`config.mk`:
```
export PLATFORM = sky130hd
export DESIGN_NAME = parity_err_recorder
export DESIGN_NICKNAME = d
export VERILOG_FILES = /design/src/rtl/pe_pkg.sv /design/src/rtl/pe_merge.sv /design/src/rtl/pe_code_reg.sv /design/src/rtl/pe_flag.sv /design/src/rtl/parity_err_recorder.sv
export SDC_FILE = /design/constraint.sdc
export NUM_CORES = 1
export LEC_CHECK = 0
export CAP_MARGIN = 10
export CORE_MARGIN = 3
export CORE_UTILIZATION = 35
export DETAILED_ROUTE_END_ITERATION = 10
export PLACE_DENSITY = 0.73
export SLEW_MARGIN = 10
export SYNTH_ARGS = -nofsm -noshare
export SYNTH_HDL_FRONTEND = slang
export SYNTH_HIERARCHICAL = 1
export SYNTH_SLANG_ARGS = --single-unit
```
`constraint.sdc`:
```
create_clock -name clk -period 4.25 [get_ports clk]
set_input_delay 0.6375 -clock clk [delete_from_list [all_inputs] [get_ports clk]]
set_output_delay 0.6375 -clock clk [all_outputs]
set_load 0.03 [all_outputs]
```
`src/rtl/pe_pkg.sv`:
```
// Shared widths and read-word layout for the parity error recorder.
package pe_pkg;
    parameter int MSG_W      = 8;   // message number field width
    parameter int WORD_W     = 3;   // word number field width
    parameter int DATA_W     = 32;  // read port width
    parameter int FLAG_BIT   = 0;   // flag position in the status word
endpackage

```
`src/rtl/pe_merge.sv`:
```
// Access tracker and error merger.
// Opens an access on acc_start and closes it on acc_end. Folds the failing
// checks of the access into one candidate (highest word wins, later check on a
// tie) and presents a commit pulse with the candidate in the closing cycle.
// Assumes the word number is an unsigned index; the reset input is the
// combined soft and power-on reset.
module pe_merge #(
    parameter int MSG_W  = pe_pkg::MSG_W,
    parameter int WORD_W = pe_pkg::WORD_W
) (
    input  logic              clk,
    input  logic              rst_n,
    input  logic              acc_start,
    input  logic              acc_end,
    input  logic              chk_valid,
    input  logic              chk_err,
    input  logic [MSG_W-1:0]  chk_msg,
    input  logic [WORD_W-1:0] chk_word,
    output logic              commit,
    output logic [MSG_W-1:0]  commit_msg,
    output logic [WORD_W-1:0] commit_word
);
    logic              in_acc_q;
    logic              err_q;
    logic [MSG_W-1:0]  msg_q;
    logic [WORD_W-1:0] word_q;

    logic              active;
    logic              base_err;
    logic [MSG_W-1:0]  base_msg;
    logic [WORD_W-1:0] base_word;
    logic              hit;
    logic              take;
    logic              nxt_err;
    logic [MSG_W-1:0]  nxt_msg;
    logic [WORD_W-1:0] nxt_word;

    // Merge the current check into the candidate of the open access.
    always_comb begin
        active    = acc_start | in_acc_q;
        base_err  = acc_start ? 1'b0 : err_q;
        base_msg  = acc_start ? '0 : msg_q;
        base_word = acc_start ? '0 : word_q;
        hit       = active & chk_valid & chk_err;
        take      = hit & (!base_err || (chk_word >= base_word));
        nxt_err   = base_err | hit;
        nxt_msg   = take ? chk_msg  : base_msg;
        nxt_word  = take ? chk_word : base_word;
    end

    // Commit the merged candidate in the closing cycle, never during reset.
    always_comb begin
        commit      = rst_n & acc_end & active & nxt_err;
        commit_msg  = nxt_msg;
        commit_word = nxt_word;
    end

    // Hold the access state and the candidate between checks.
    always_ff @(posedge clk) begin
        if (!rst_n || acc_end) begin
            in_acc_q <= 1'b0;
            err_q    <= 1'b0;
            msg_q    <= '0;
            word_q   <= '0;
        end else begin
            in_acc_q <= active;
            err_q    <= nxt_err;
            msg_q    <= nxt_msg;
            word_q   <= nxt_word;
        end
    end
endmodule

```
`src/rtl/pe_code_reg.sv`:
```
// Held error code.
// Loads the committed message and word numbers. Only the power-on reset
// clears the code; soft resets are not connected here on purpose.
module pe_code_reg #(
    parameter int MSG_W  = pe_pkg::MSG_W,
    parameter int WORD_W = pe_pkg::WORD_W
) (
    input  logic              clk,
    input  logic              por_n,
    input  logic              load,
    input  logic [MSG_W-1:0]  msg_in,
    input  logic [WORD_W-1:0] word_in,
    output logic [MSG_W-1:0]  msg_q,
    output logic [WORD_W-1:0] word_q
);
    // Capture a committed code; clear only at power-on.
    always_ff @(posedge clk) begin
        if (!por_n) begin
            msg_q  <= '0;
            word_q <= '0;
        end else if (load) begin
            msg_q  <= msg_in;
            word_q <= word_in;
        end
    end
endmodule

```
`src/rtl/pe_flag.sv`:
```
// Sticky parity error flag.
// Set by a commit and cleared by a status read. If both happen in one cycle,
// the set wins so that no error is lost.
module pe_flag (
    input  logic clk,
    input  logic rst_n,
    input  logic set,
    input  logic clr,
    output logic flag_q
);
    // Sticky set, read-to-clear, set has priority.
    always_ff @(posedge clk) begin
        if (!rst_n)     flag_q <= 1'b0;
        else if (set)   flag_q <= 1'b1;
        else if (clr)   flag_q <= 1'b0;
    end
endmodule

```
`src/rtl/parity_err_recorder.sv`:
```
// Message RAM parity error recorder, top level.
// Ties the merger, the held code and the sticky flag together and exposes the
// status and code words on a combinational read port. Assumes the read and
// check inputs are synchronous to clk.
module parity_err_recorder #(
    parameter int MSG_W    = pe_pkg::MSG_W,
    parameter int WORD_W   = pe_pkg::WORD_W,
    parameter int DATA_W   = pe_pkg::DATA_W,
    parameter int FLAG_BIT = pe_pkg::FLAG_BIT
) (
    input  logic              clk,
    input  logic              por_n,
    input  logic              rst_n,
    input  logic              acc_start,
    input  logic              acc_end,
    input  logic              chk_valid,
    input  logic              chk_err,
    input  logic [MSG_W-1:0]  chk_msg,
    input  logic [WORD_W-1:0] chk_word,
    input  logic              rd_en,
    input  logic              rd_sel,
    output logic [DATA_W-1:0] rd_data
);
    localparam int CODE_W = MSG_W + WORD_W;

    logic              any_rst_n;
    logic              commit;
    logic [MSG_W-1:0]  commit_msg;
    logic [WORD_W-1:0] commit_word;
    logic [MSG_W-1:0]  code_msg;
    logic [WORD_W-1:0] code_word;
    logic              flag_q;
    logic              stat_clr;
    logic [CODE_W-1:0] code_bits;

    // Either reset restarts access tracking and the flag.
    assign any_rst_n = por_n & rst_n;
    // A status read requests the flag clear.
    assign stat_clr  = rd_en & ~rd_sel;
    // Pack word number above message number.
    assign code_bits = {code_word, code_msg};

    pe_merge #(.MSG_W(MSG_W), .WORD_W(WORD_W)) u_merge (
        .clk        (clk),
        .rst_n      (any_rst_n),
        .acc_start  (acc_start),
        .acc_end    (acc_end),
        .chk_valid  (chk_valid),
        .chk_err    (chk_err),
        .chk_msg    (chk_msg),
        .chk_word   (chk_word),
        .commit     (commit),
        .commit_msg (commit_msg),
        .commit_word(commit_word)
    );

    pe_code_reg #(.MSG_W(MSG_W), .WORD_W(WORD_W)) u_code (
        .clk    (clk),
        .por_n  (por_n),
        .load   (commit),
        .msg_in (commit_msg),
        .word_in(commit_word),
        .msg_q  (code_msg),
        .word_q (code_word)
    );

    pe_flag u_flag (
        .clk   (clk),
        .rst_n (any_rst_n),
        .set   (commit),
        .clr   (stat_clr),
        .flag_q(flag_q)
    );

    // Select the status or code word, zero elsewhere.
    always_comb begin
        rd_data = '0;
        if (rd_sel) rd_data[CODE_W-1:0] = code_bits;
        else        rd_data[FLAG_BIT]   = flag_q;
    end
endmodule

```
== Word level (Yosys, flattened, before mapping) ==
Index checks and enable logic that the tools add are counted.

* Multiplexer cells: 9
* Bitwise logic cells: 11
* Reductions and logical operators: 5
* $lt $le $gt $ge: 1

{| class="wikitable"
|+ Operator list
! kind !! count
|-
| 8-bit two-way mux || 2
|-
| 10-bit two-way mux || 1
|-
| 1-bit AND || 8
|-
| 3-bit two-way mux || 2
|-
| 1-bit two-way mux || 4
|-
| 3-bit >= comparator || 1
|-
| 1-bit zero test || 2
|-
| 1-bit logical OR || 2
|-
| 1-bit OR || 2
|-
| 2-bit nonzero test || 1
|-
| 1-bit NOT || 1
|}

* Register bits after elaboration: 25
* Output and inout port bits: 32
* Input bits: 20

== Logic depth before layout (Yosys ltp) ==
Gate-level depths: netlist of run 1.

* Depth after elaboration: 6
* Gate-level depth with buffers: 11

== Cells and area by module ==
Netlist of run 1, hierarchy kept.

{| class="wikitable"
|+ Modules (own cells, without submodules)
! module !! times used !! cells each !! area an instance (um2)
|-
| pe_merge || 1 || 87 || 744.5
|-
| pe_code_reg || 1 || 35 || 414.1
|-
| parity_err_recorder || 1 || 36 || 272.8
|-
| pe_flag || 1 || 3 || 41.3
|}

== Worst setup path before layout of run 1 ==
No wires, ideal clock.

* Kind: input to register
* From: input acc_start
* To: register u_code.msg_q[5]
* Stages on the path: 11
* Required time: 4.134 ns
* Path slack: 2.125 ns
* Library setup time: 0.116 ns
* Arrival: 2.008 ns
* Cells stage by stage: inv_1 -> buf_4 -> nand2_1 -> ha_1 -> nand2_1 -> o211a_1 -> buf_6 -> o211ai_2 -> nand2_1 -> mux2i_1 -> nor2b_1

* Longest elaborated chain between the ends: 5
* Elaborated cells between the ends (all ways): 14
* Classes of those cells: 1 x order compare; 4 x mux; 7 x bitwise; 2 x reduce/logical

{| class="wikitable"
|+ RTL lines
! element !! line !! RTL
|-
| start, declared || parity_err_recorder.sv:14 || <nowiki>input logic acc_start,</nowiki>
|-
| 3-bit two-way mux, or another cell as far along || pe_merge.sv:43 || <nowiki>base_word = acc_start ? '0 : word_q;</nowiki>
|-
| 3-bit >= comparator, or another cell as far along || pe_merge.sv:45 || <nowiki>take = hit & (!base_err || (chk_word >= base_word));</nowiki>
|-
| 1-bit logical OR / 1-bit AND (equally long branches) || pe_merge.sv:45, pe_merge.sv:44 ||
|-
| 1-bit AND || pe_merge.sv:45 ||
|-
| 8-bit two-way mux * || pe_merge.sv:47 || <nowiki>nxt_msg = take ? chk_msg : base_msg;</nowiki>
|-
| via commit_msg[5] || parity_err_recorder.sv:28 || <nowiki>logic [MSG_W-1:0] commit_msg;</nowiki>
|-
| end signal, assigned || pe_code_reg.sv:22 || <nowiki>msg_q <= msg_in;</nowiki>
|-
| end, declared || pe_code_reg.sv:13 || <nowiki>output logic [MSG_W-1:0] msg_q,</nowiki>
|}

Mark *: on every way through the listed nets, which the timed path passes. The rest lies on a longest branch.
A chain may end at the register's enable or synchronous reset.

== Worst setup path after layout of run 1 ==
* From: input rd_sel
* To: output rd_data[0]

* Longest elaborated chain between the ends: 1

{| class="wikitable"
|+ RTL lines
! element !! line !! RTL
|-
| start, declared || parity_err_recorder.sv:21 || <nowiki>input logic rd_sel,</nowiki>
|-
| 1-bit two-way mux || parity_err_recorder.sv:78 || <nowiki>if (rd_sel) rd_data[CODE_W-1:0] = code_bits;</nowiki>
|-
| end, declared || parity_err_recorder.sv:22 || <nowiki>output logic [DATA_W-1:0] rd_data</nowiki>
|}

No other way between the ends.

==> flow_summary.ini, run 1 <==
[worst_setup_path]
critPathCaptureType = output port
crit_path_max_fanout = 12
worst-setup-path-type = input pin to output port
startpoint_type = input pin
reg2reg_from = u_merge/word_q[0]$_SDFF_PP0_
arrival_ps = 2240
worstPathRequired_ps = 3610
crit_start = rd_sel

[min_path]
hp-start = u_merge/msg_q[7]$_SDFF_PP0_
hold_path.class = flip-flop to flip-flop

[yosys]
syn-mean-instance-area_um2 = 9.15
synth_area_um2 = 1470
yosysSeqAreaShare = 0.340
ys_warn_count = 6
synthCells = 161
ys_ff_latch = 25
synth_cell_types = 29

[detailed_routing]
post_drt_via_cell_ratio = 4.49
firstDrtPassIters = 4
wl_um = 2830
ant_nets = 0
drc = 0
route.vias.total = 1054
wl_per_cell_um = 12.0
drtIter0Drc = 48

[clock_network]
cts_tree = built
clockRootBuffer = clkbuf_8
clk_latency_ps = 270
cts.htree.levels = 1
post_cts_resized = 0
cts_buffer_depth = 2
numCtsBuffers = 3
hold_buffers = 0
clkSlewWorstSetupHoldPaths_ps = 90
clock_sinks = 25
postCtsSetupBuffers = 0

[timing]
timing_worst_slew_pin_value_ps = 747
relSlewSlack = 0.502
period_minus_slack_ps = 2880
finalHoldViolations = 0
rsz0062_at_grt = no
fin_setup_tns_ps = 0
max_freq_mhz = 348
fin_crit_sh = 0.677
setup_viol = 0
maxSlewViolCount = 0
fin_skew_ps = 2.54
setup_ws_ps = 1370

[final_layout]
nNetsFinal = 211
antenna-diode-count = 0
final_cell_mix = clkdlybuf4s50_1, dfxtp_1, conb_1, nand2_1
synthToLayoutAreaGrowth_pct = 18.2
drive_gt1_frac = 0.150
final_common_cell = clkdlybuf4s50_1
fin_area_um2 = 1740
fin_util = 0.452

[global_routing]
antenna_found_initial = 0
grt_overflow = 0
grt_pass1_wl_um = 4740
track_usage = 0.113
grt_max_degree = 16
grt_pass1_vias = 1019

[floorplan]
die_h_um = 70.9
start_util = 0.382
rows = 22
core_um2 = 3850
die_area_um2 = 5020
die_width_um = 70.9
pin_count = 52

[place]
portBuffers = 30
gp_congestion = 0.776
hpwl_um = 2180
pre_cts_slack_ps = 1170
place_area_um2 = 1690

[power]
power_density_nw_per_um2 = 257
vdd_drop_max_v = 0.000226
leakage_uw = 0.000680

[run_status]
run_status = finished clean

[job]
cap_violations = 0
## worst paths after layout
| check | endpoint | slack, ps | cells past startpoint |
|---|---|---|---|
| worst min-delay path | u_merge/msg_q[7]$_SDFF_PP0_ | 480 | 2 |
| worst max register to register | u_code/msg_q[3]$_SDFFE_PN0P_ | 2400 | 8 |
| worst max-delay path | rd_data[0] | 1370 | 3 |
| worst min register to register | u_merge/msg_q[7]$_SDFF_PP0_ | 480 | 2 |
## worst max-delay path, cell delays in order
cell and delay (ps):
clkdlybuf4s50_1 670, mux2_4 340, clkdlybuf4s50_1 590
## per-stage QoR
| step | std cells | hold slack [ps] | total power, µW |
|---|---|---|---|
| after floorplan | 181 | 450 | 303 |
| after global placement | 231 | 460 | 309 |
| after detailed placement | 231 | 466 | 309 |
| after CTS | 235 | 479 | 452 |
| after global routing | 235 | 497 | 467 |
| final | 235 | 477 | 448 |
## area by class of cell
cell class | instances | area, µm²
well taps | 48 | 60.1
clock buffers | 3 | 41.3
flip-flops and latches | 25 | 500
repair buffers | 32 | 315
multi-input cells | 124 | 808
inverters | 2 | 7.51
fillers | 401 | 2110
clock inverters | 1 | 7.51
## power breakdown
group	internal (µW)	total (µW)	switching (µW)
logic	23.0	68.4	45.4
clock network	66.5	144	77.3
registers	235	236	0.485
total	325	448	123
## sequential cells by signal, summed over array words and instances (netlist names)
register,cells
u_code/msg_q,8
u_merge/msg_q,8
u_code/word_q,3
u_merge/word_q,3
u_flag/flag_q,1
u_merge/err_q,1
u_merge/in_acc_q,1
## cell usage after synthesis
master / number / area share
and2_1: 5 / 0.021
inv_1: 2 / 0.0051
o21ai_1: 1 / 0.0034
o211ai_2: 8 / 0.068
and2b_2: 1 / 0.0059
nor2_2: 2 / 0.0085
dfxtp_1: 25 / 0.34
o211ai_1: 1 / 0.0051
and2_2: 6 / 0.031
mux2_4: 1 / 0.010
nor2b_4: 2 / 0.019
buf_6: 5 / 0.038
a21o_1: 2 / 0.010
clkbuf_1: 2 / 0.0051
nand2_1: 17 / 0.043
nor2_1: 2 / 0.0051
buf_4: 23 / 0.12
nor3_1: 1 / 0.0034
o211a_1: 1 / 0.0068
mux2i_1: 11 / 0.075
ha_1: 3 / 0.025
nor3b_2: 1 / 0.0085
nand3_1: 11 / 0.037
o21a_1: 1 / 0.0051
conb_1: 1 / 0.0025
a21oi_1: 12 / 0.041
nand2b_1: 1 / 0.0043
nor2b_1: 12 / 0.051
or2_0: 1 / 0.0043
## layer usage
layer	up-vias	GRT usage	share of wire	wire length, µm
li1	548	-	-	-
met1	471	0.160	0.50	1400
met2	35	0.171	0.45	1260
met3	0	0.0327	0.058	165
met4	0	0.0251	0	0
met5	-	0	0	0
## cells by family after synthesis
family / after synthesis / synth area share
compound gates: 26 / 0.139
simple gates: 62 / 0.242
fa+ha+maj: 3 / 0.0255
other cells: 1 / 0.00255
mux: 12 / 0.0850
buf+inv: 32 / 0.166
flops: 25 / 0.340
Note: power is estimated with default switching activity, not from simulation.
==> run 2: changes to the inputs <==
Settings changed: PLACE_DENSITY 0.73 to 0.75.
Clock period 4.25 ns to 2.5 ns, I/O delays scaled along.
==> run 2 against run 1 <==
Effect of this change:
- via count rose by 1.5%
- utilization grew 0.68 points
- global-route usage about the same
- power rose by 69%
- sequential share of layout area decreased by 0.43 points
- first-iteration DRC count shrank 17%
- cell count grew 1.7%
- non-clock buffer count rose by 4
- critical path depth stayed put
- largest cell class unchanged
- design area rose by 1.5%
==> flow_summary.ini, run 2 (same netlist as run 1, synthesis figures left out) <==
[global_routing]
antenna_found_initial = 0
grt_pass1_wl_um = 4620
grt_max_degree = 14
grt_overflow = 0
grt_pass1_vias = 991
track_usage = 0.113

[detailed_routing]
ant_nets = 0
dr_wl_met2_um = 1280
wl_um = 2850
wl_per_cell_um = 11.9
drtIter0Drc = 40
firstDrtPassIters = 4
route.vias.total = 1070
drc = 0
wl_met1_um = 1400
wl_met3_um = 138
top_layer_used = met4
post_drt_via_cell_ratio = 4.48

[timing]
fin_skew_ps = 1.72
period_minus_slack_ps = 2360
relSlewSlack = 0.473
max_freq_mhz = 423
whs_ps = 478
timing_worst_slew_pin_value_ps = 790
finalHoldViolations = 0
maxSlewViolCount = 0
fin_crit_sh = 0.945
rsz0062_at_grt = no
fin_setup_tns_ps = 0
setup_viol = 0

[final_layout]
antenna-diode-count = 0
final_cell_mix = clkdlybuf4s50_1, dfxtp_1, conb_1, nand2_1
nNetsFinal = 215
synthToLayoutAreaGrowth_pct = 20.0
stdcell_count = 239
drive_gt1_frac = 0.162
final_common_cell = clkdlybuf4s50_1
largest_registers = u_code/msg_q (8), u_merge/msg_q (8)

[power]
power.total_uw = 756
power_density_nw_per_um2 = 428
leakage_uw = 0.000701
pwr-share-comb = 0.160
swShare = 0.264
power.switching_uw = 200
vdd_drop_max_v = 0.000277
p_int_uw = 556
seqPwrFrac = 0.530
power.share.clock = 0.310

[floorplan]
die_area_um2 = 5020
start_util = 0.382
die_width_um = 70.9
pin_count = 52
rows = 22
core_um2 = 3850
die_h_um = 70.9

[worst_setup_path]
critPathCaptureType = output port
crit_path_max_incr_delay_ps = 670
cp_top_family = buffers and inverters
crit_slowest_cell = clkdlybuf4s50_1
startpoint_type = input pin
worst_path_most_repeated_cell = clkdlybuf4s50_1
crit_path_max_fanout = 12
crit_buf_inv = 2
worstPathRequired_ps = 2120
crit_chain = clkdlybuf4s50_1 > mux2_4 > clkdlybuf4s50_1
worst-setup-path-type = input pin to output port
arrival_ps = 1990

[clock_network]
postCtsSetupBuffers = 0
cts.htree.levels = 1
numCtsBuffers = 3
clockRootBuffer = clkbuf_8
clock_sinks = 25
cts_tree = built
clk_latency_ps = 260
clkSlewWorstSetupHoldPaths_ps = 80
cts_buffer_depth = 2
post_cts_resized = 0
hold_buffers = 0

[min_path]
hold_path.class = flip-flop to flip-flop

[place]
portBuffers = 30
dp.cells = 235
gp_congestion = 0.791
hpwl_um = 2210

[run_status]
run_status = finished clean

[job]
cap_violations = 0
run 2: changes by cell type in the layout (fill, tap and decap cells not counted):
cell	before	now
clkinvlp_4	1	0
clkbuf_1	0	1
buf_4	2	6
run 2: final cells by class:
class / instances / area [µm²]
Fill cell: 374 / 2090
Multi-Input combinational cell: 124 / 808
Sequential cell: 25 / 500
Timing Repair Buffer: 36 / 345
Tap cell: 48 / 60.1
Clock buffer: 4 / 45.0
Inverter: 2 / 7.51
run 2: power groups by stage:
stage	Sequential [µW]	Combinational, µW	Clock [µW]
CTS	401	121	244
detailed placement	410	120	0
floorplan	410	106	0
finish	401	121	234
global placement	410	120	0
global route	401	130	255
run 2: per-layer routing:
metal / vias up / GRT usage
li1: 559 / -
met1: 483 / 0.161
met2: 24 / 0.165
met3: 4 / 0.0256
met4: 0 / 0.0438
met5: - / 0
run 2: worst paths after layout:
check	from	end	slack [ps]	cells past startpoint
worst min register to register	u_merge/msg_q[2]$_SDFF_PP0_	u_merge/msg_q[2]$_SDFF_PP0_	480	2
worst max register to register	u_merge/word_q[0]$_SDFF_PP0_	u_code/word_q[0]$_SDFFE_PN0P_	700	8
worst min-delay path	u_merge/msg_q[2]$_SDFF_PP0_	u_merge/msg_q[2]$_SDFF_PP0_	480	2
worst max-delay path	rd_sel	rd_data[0]	140	3
run 2: stage by stage:
stage	setup slack [ps]	area, µm²	utilization
2_1_floorplan	638	1550	-
3_3_place_gp	133	1720	0.447
3_5_place_dp	99.1	1720	0.447
4_1_cts	128	1770	0.458
5_1_grt	84.6	1770	0.458
6_report	138	1770	0.458
run 2: worst reg2reg max path, delay by kind of cell (launching register included):
| kind | cells | cell delay (ps) |
|---|---|---|
| compound gates | 2 | 540 |
| fa+ha+maj | 1 | 280 |
| flops | 1 | 320 |
| mux | 1 | 70 |
| simple gates | 4 | 540 |
==> run 3: changes to the inputs <==
Settings changed: CAP_MARGIN 10 to 20.
==> results of run 3 <==
Final layout, timing and power as in run 2 (identical DEF).
